===== src/rtl/bmc_pkg.sv =====
package bmc_pkg;
  typedef enum logic [0:0] {
    TEN_SLAVE  = 1'b0,
    TEN_MASTER = 1'b1
  } tenure_t;
endpackage


===== src/rtl/bmc_pin_sampler.sv =====
module bmc_pin_sampler #(
  parameter int STAGES = 1
) (
  input  logic clk,
  input  logic rst,
  input  logic grant_n,
  input  logic busy_n,
  output logic grant_on,
  output logic busy_on
);
  localparam int LAST = STAGES - 1;

  logic [LAST:0] g_pipe;
  logic [LAST:0] b_pipe;

  generate
    if (STAGES == 1) begin : g_single
      always_ff @(posedge clk) begin
        if (rst) begin
          g_pipe <= '0;
          b_pipe <= '0;
        end else begin
          g_pipe[0] <= ~grant_n;
          b_pipe[0] <= ~busy_n;
        end
      end
    end else begin : g_chain
      always_ff @(posedge clk) begin
        if (rst) begin
          g_pipe <= '0;
          b_pipe <= '0;
        end else begin
          g_pipe <= {g_pipe[LAST-1:0], ~grant_n};
          b_pipe <= {b_pipe[LAST-1:0], ~busy_n};
        end
      end
    end
  endgenerate

  assign grant_on = g_pipe[LAST];
  assign busy_on  = b_pipe[LAST];
endmodule


===== src/rtl/bmc_req_gen.sv =====
module bmc_req_gen (
  input  logic clk,
  input  logic rst,
  input  logic cpu_req,
  input  logic dma_req,
  input  logic req_hold,
  output logic br_n
);
  logic want;
  assign want = cpu_req | dma_req | req_hold;

  always_ff @(posedge clk) begin
    if (rst) br_n <= 1'b1;
    else     br_n <= ~want;
  end

  assert_req_on_R2: assert property (@(posedge clk) disable iff (rst)
    (cpu_req || dma_req) |=> !br_n);
  assert_hold_on_R3: assert property (@(posedge clk) disable iff (rst)
    req_hold |=> !br_n);
  assert_req_off_R2: assert property (@(posedge clk) disable iff (rst)
    (!cpu_req && !dma_req && !req_hold) |=> br_n);
endmodule


===== src/rtl/bmc_tenure_fsm.sv =====
module bmc_tenure_fsm
  import bmc_pkg::*;
(
  input  logic clk,
  input  logic rst,
  input  logic grant_on,
  input  logic busy_on,
  input  logic lock_rmw,
  input  logic cycle_active,
  input  logic cycle_end,
  output logic master
);
  tenure_t state_q, state_d;
  logic    cycle_done;

  assign cycle_done = ~cycle_active | cycle_end;

  always_comb begin
    state_d = state_q;
    unique case (state_q)
      TEN_SLAVE:  if (grant_on && !busy_on) state_d = TEN_MASTER;
      TEN_MASTER: if (!grant_on && !lock_rmw && cycle_done) state_d = TEN_SLAVE;
      default:    state_d = TEN_SLAVE;
    endcase
  end

  always_ff @(posedge clk) begin
    if (rst) state_q <= TEN_SLAVE;
    else     state_q <= state_d;
  end

  assign master = (state_q == TEN_MASTER);

  assert_take_idle_R5: assert property (@(posedge clk) disable iff (rst)
    $rose(master) |-> $past(grant_on && !busy_on));
  assert_busy_blocks_R6: assert property (@(posedge clk) disable iff (rst)
    (!master && busy_on) |=> !master);
  assert_park_R9: assert property (@(posedge clk) disable iff (rst)
    (master && grant_on) |=> master);
  assert_lock_R10: assert property (@(posedge clk) disable iff (rst)
    (master && lock_rmw) |=> master);
  assert_cycle_end_R8: assert property (@(posedge clk) disable iff (rst)
    $fell(master) |-> $past(!cycle_active || cycle_end));
endmodule


===== src/rtl/bus_master_client.sv =====
module bus_master_client #(
  parameter int SAMPLE_STAGES = 1
) (
  input  logic clk,
  input  logic rst,
  input  logic cpu_req,
  input  logic dma_req,
  input  logic req_hold,
  input  logic lock_rmw,
  input  logic cycle_active,
  input  logic cycle_end,
  input  logic grant_n,
  input  logic busy_n_in,
  output logic br_n,
  output logic busy_n_out,
  output logic is_master
);
  logic grant_on;
  logic busy_on;
  logic master;

  bmc_pin_sampler #(.STAGES(SAMPLE_STAGES)) u_sample (
    .clk(clk), .rst(rst),
    .grant_n(grant_n), .busy_n(busy_n_in),
    .grant_on(grant_on), .busy_on(busy_on)
  );

  bmc_req_gen u_req (
    .clk(clk), .rst(rst),
    .cpu_req(cpu_req), .dma_req(dma_req), .req_hold(req_hold),
    .br_n(br_n)
  );

  bmc_tenure_fsm u_fsm (
    .clk(clk), .rst(rst),
    .grant_on(grant_on), .busy_on(busy_on),
    .lock_rmw(lock_rmw), .cycle_active(cycle_active), .cycle_end(cycle_end),
    .master(master)
  );

  assign is_master  = master;
  assign busy_n_out = ~master;

  assert_reset_state_R1: assert property (@(posedge clk)
    $past(rst) |-> (br_n && !is_master));
endmodule


===== config.mk =====
export PLATFORM = sky130hd
export DESIGN_NAME = bus_master_client
export DESIGN_NICKNAME = d
export VERILOG_FILES = /design/src/rtl/bmc_pkg.sv /design/src/rtl/bmc_pin_sampler.sv /design/src/rtl/bmc_req_gen.sv /design/src/rtl/bmc_tenure_fsm.sv /design/src/rtl/bus_master_client.sv
export SDC_FILE = /design/constraint.sdc
export NUM_CORES = 1
export LEC_CHECK = 0
export ABC_AREA = 0
export BUFFER_PORTS_ARGS = -buffer_cell sky130_fd_sc_hd__clkbuf_2
export CAP_MARGIN = 20
export CORE_AREA = 2 2 39 41
export DETAILED_ROUTE_END_ITERATION = 8
export DIE_AREA = 0 0 41 43
export SKIP_LAST_GASP = 1
export SLEW_MARGIN = 20
export SYNTH_ARGS = -nofsm -noshare
export SYNTH_HDL_FRONTEND = slang
export SYNTH_SLANG_ARGS = --single-unit

===== constraint.sdc =====
create_clock -name clk -period 1.3 [get_ports clk]
set_input_delay 0.13 -clock clk [delete_from_list [all_inputs] [get_ports clk]]
set_output_delay 0.13 -clock clk [all_outputs]
set_load 0.01 [all_outputs]

### After elaboration in Yosys (flattened, before gate mapping)

Cells that the tools add are included.

| storage, ports and cells | value |
|---|---|
| flip-flop bits (word level) | 4 |
| output and inout port bits | 3 |
| logic and storage cells | 21 |

| operators by class | value |
|---|---|
| reduce and logical (&&, ||, !) cells | 6 |
| mux-type cells | 3 |
| bitwise logic cells | 8 |

Operator list:

| cell | number |
|---|---|
| 1-bit NOT | 5 |
| 1-bit logical AND | 3 |
| 1-bit logical NOT | 3 |
| 1-bit OR | 3 |
| 1-bit two-way mux | 2 |
| 1-bit one-hot mux with 2 select lines | 1 |

### Longest topological paths before layout

| logic depth | value |
|---|---|
| depth after elaboration | 5 |
| gate-level depth with buffers | 2 |
| mapped depth without buffers | 2 |

### Hierarchy

From an unflattened synthesis, not the netlist that was laid out.

| unflattened totals | value |
|---|---|
| cells, all modules | 14 |
| area total of the unflattened synthesis | 137.6 um^2 |

Modules (own cells, without submodules):

| module | times used | area each (um^2) | cells an instance | seq. area each (um^2) |
|---|---|---|---|---|
| bmc_tenure_fsm | 1 | 55.1 | 6 | 20.0 |
| bmc_pin_sampler | 1 | 47.5 | 4 | 40.0 |
| bmc_req_gen | 1 | 31.3 | 3 | 20.0 |
| bus_master_client | 1 | 3.8 | 1 | 0.0 |

### Worst setup path after synthesis

Ideal clock, no wire load.

| timing | value |
|---|---|
| kind | register -> register |
| start | reg u_fsm.state_q, in the netlist u_fsm.master |
| end | reg u_fsm.state_q, in the netlist u_fsm.master |
| stages on the path, launching flop included | 3 |
| arrival time | 674 ps |
| clock period less this slack | 761 ps |
| path slack | 539 ps |
| required time | 1214 ps |
| cell sequence | dfxtp_1 -> inv_1 -> a221oi_2 |

| on the way | value |
|---|---|
| cells in the longest elaborated chain, start to end | 2 |

RTL lines:

| what | line | source |
|---|---|---|
| from (decl) | bmc_tenure_fsm.sv:13 | `tenure_t state_q, state_d;` |
| from (signal assigned) | bmc_tenure_fsm.sv:29 | `else state_q <= state_d;` |
| 1-bit NOT | -- |  |
| via busy_n_out | bus_master_client.sv:15 | `output logic busy_n_out,` |
| 1-bit one-hot mux with 2 select lines | bmc_tenure_fsm.sv:20 | `unique case (state_q)` |

The timed path passes the listed nets, and every way through them passes these cells.
A chain may end at the register's enable or synchronous reset.

### Worst setup path after layout

| timing | value |
|---|---|
| start | reg u_fsm.state_q, in the netlist u_fsm.master |
| end | out busy_n_out |

| on the way | value |
|---|---|
| cells in the longest elaborated chain, start to end | 1 |

RTL lines:

| what | line | source |
|---|---|---|
| 1-bit NOT | bus_master_client.sv:42 | `assign busy_n_out = ~master;` |
| to (decl) | bus_master_client.sv:15 |  |

No other way between the ends.

==> flow_summary_export.csv <==
group,metric,value,unit
global_route,antenna_found_initial,0,
global_route,grt_overflow,0,
power,p_leak,0.114,nW
cts,clk_latency,230,ps
finish,layout_common_cells,"clkbuf_2, dfxtp_1, nor2_1, clkbuf_4, nand2b_1",
cts,root_buffer,"clkbuf_4",
placement,port_buffers,12,
synthesis,synthCells,13,
timing,timing.fmax,1150,MHz
route,wl_per_cell,7.00,um
worst_setup_path,cp.required,1170,ps
finish,final_cells,44,
global_route,grt_pass1_vias,107,
worst_setup_path,path_cells,"inv_1 > clkbuf_2",
synthesis,syn-num-nets,23,
placement,gp_congestion,0.534,
global_route,grtUsageMet1,3.88,%
cts,clockBufferDepth,2,
cts,cts_buffers,3,
synthesis,syn_area,134,sq um
finish,post-route-util,17.1,%
finish,nets,40,
worst_setup_path,slowest_stage,"dfxtp_1",
synthesis,ys_ff_latch,4,
cts,clk_pin_slew,40,ps
worst_setup_path,cp-end-kind,"output port",
hold_path,hold_depth,2,
timing,slew_violations,0,
route,vias,138,
timing,grt_setup_unrepaired,"no",
finish,drive_gt1_share,60.7,%
worst_setup_path,worstReg2RegEnd,"u_fsm.master",
route,vias_per_cell,3.14,
global_route,use_met3,9.42,%
worst_setup_path,cp_max_fo,2,
route,dr.pass1.iters,1,
timing,final-hold-violation-count,0,
outcome,status,"finished, final reports clean",
finish,num_antenna_cells,0,
worst_setup_path,rr_worst_depth,2,
synthesis,synth-seq-area-share,59.8,%
hold_path,holdPathEnd,"u_sample.grant_on",
synthesis,yosys_warnings,0,
finish,final_common_cell,"clkbuf_2",
worst_setup_path,timing.rr.start,"u_sample.busy_on",
floorplanning,ios,13,
placement,dp_cells,41,
hold_path,worst_hold_path_type,"in -> reg",
timing,setup_slack,429,ps
worst_setup_path,worstPathArrival,740,ps
timing,tightest_slew,162,ps
floorplanning,num_rows,14,
timing,finalCritPeriodShare,67.0,%
global_route,grt.total_usage,5.33,%
floorplanning,core_area,1380,sq um
power,finalPower,0.322,mW
timing,setup_viol,0,
placement,hpwl,245,um
floorplanning,die_w,41,um
power,pwr_density_cell,1360,nW/um^2
worst_setup_path,slowest_delay,300,ps
hold_path,hold_path_startpoint,"grant_n",
power,ir_worst_vdd,0.633,mV
global_route,grt_pass1_wl,476,um
route,drcViolationCount,0,
global_route,grt_most_used_layer,"met3",
timing,finalSetupTns,0,ps
placement,placed_cell_area,214,sq um
floorplanning,start_util,9.67,%
worst_setup_path,startpoint_type,"flop",
finish,stdcell_area,236,sq um
cts,cts_htree_levels,1,
cts,cts_tree,"yes",
timing,max_slew_margin,89.2,%
timing,fin_crit,871,ps
floorplanning,dieArea,1760,sq um
floorplanning,chipHeight,43,um
timing,skew,0.120,ps
placement,pre_cts_ws,555,ps
route,ant_nets,0,
timing,holdWs,45.7,ps
cts,postCtsResizedCells,0,
finish,areaGrowthSynthToFinish,76.6,%
route,drt-total-wl,308,um
global_route,met2_usage,5.31,%
synthesis,synth.distinct_cells,7,
cts,post_cts_buffers,0,
cts,cts.sinks,4,
worst_setup_path,critPathKind,"reg -> out",
synthesis,syn_area_per_cell,10.3,sq um
cts,hold_buffers,0,
worst_setup_path,r2r_slack,560,ps
route,drt_iter0_drc,0,
global_route,grt_max_degree,5,
job,cap_violations,0,
worst max-delay path by stage:
stage	start	to	cells past startpoint
after floorplan	u_fsm.master	u_fsm.master	2
after global placement	u_sample.busy_on	u_fsm.master	2
after detailed placement	u_sample.busy_on	u_fsm.master	2
after CTS	u_fsm.master	busy_n_out	2
after global routing	u_fsm.master	busy_n_out	2
final	u_fsm.master	busy_n_out	2
sequential cells by signal, indices dropped and copies added, names as in the netlist:
register and cells:
u_fsm.master 1, u_req.br_n 1, u_sample.busy_on 1, u_sample.grant_on 1
power breakdown:
| part | total (mW) | leakage [nW] | internal (mW) | switching (mW) |
|---|---|---|---|---|
| clock network | 0.157 | 0.0138 | 0.103 | 0.0532 |
| registers | 0.132 | 0.0333 | 0.130 | 0.00213 |
| logic | 0.0328 | 0.0673 | 0.0191 | 0.0137 |
| total | 0.322 | 0.114 | 0.253 | 0.0690 |
layout make-up:
type,instances,area [sq um]
Clock buffer,3,22.5
Fill cell,165,1150
Inverter,1,3.75
Multi-Input combinational cell,8,50.0
Sequential cell,4,80.1
Tap cell,16,20.0
Timing Repair Buffer,12,60.1
cells in the mapped netlist:
master / n / area [sq um]
a221oi_2: 1 / 15.0
nand2b_1: 2 / 12.5
nor3_1: 1 / 5.00
dfxtp_1: 4 / 80.1
inv_1: 1 / 3.75
nor2_1: 3 / 11.3
or2_2: 1 / 6.26
worst max-delay path: cells and delay by family (launching register included):
kind                   cells  cell delay (ps)
DFF                        1              300
buffers and inverters      2              210
layer usage:
layer  wire [um]  up-vias
li1            -       72
met1         119       54
met2         125       10
met3          55        2
met4           8        0
met5           0        -
cells by family after synthesis:
family	after synthesis	synth area share (%)
buf+inv	1	2.80
compound gates	1	11.2
flops	4	59.8
simple gates	7	26.2
No activity file was read; power rests on OpenSTA's default activity.
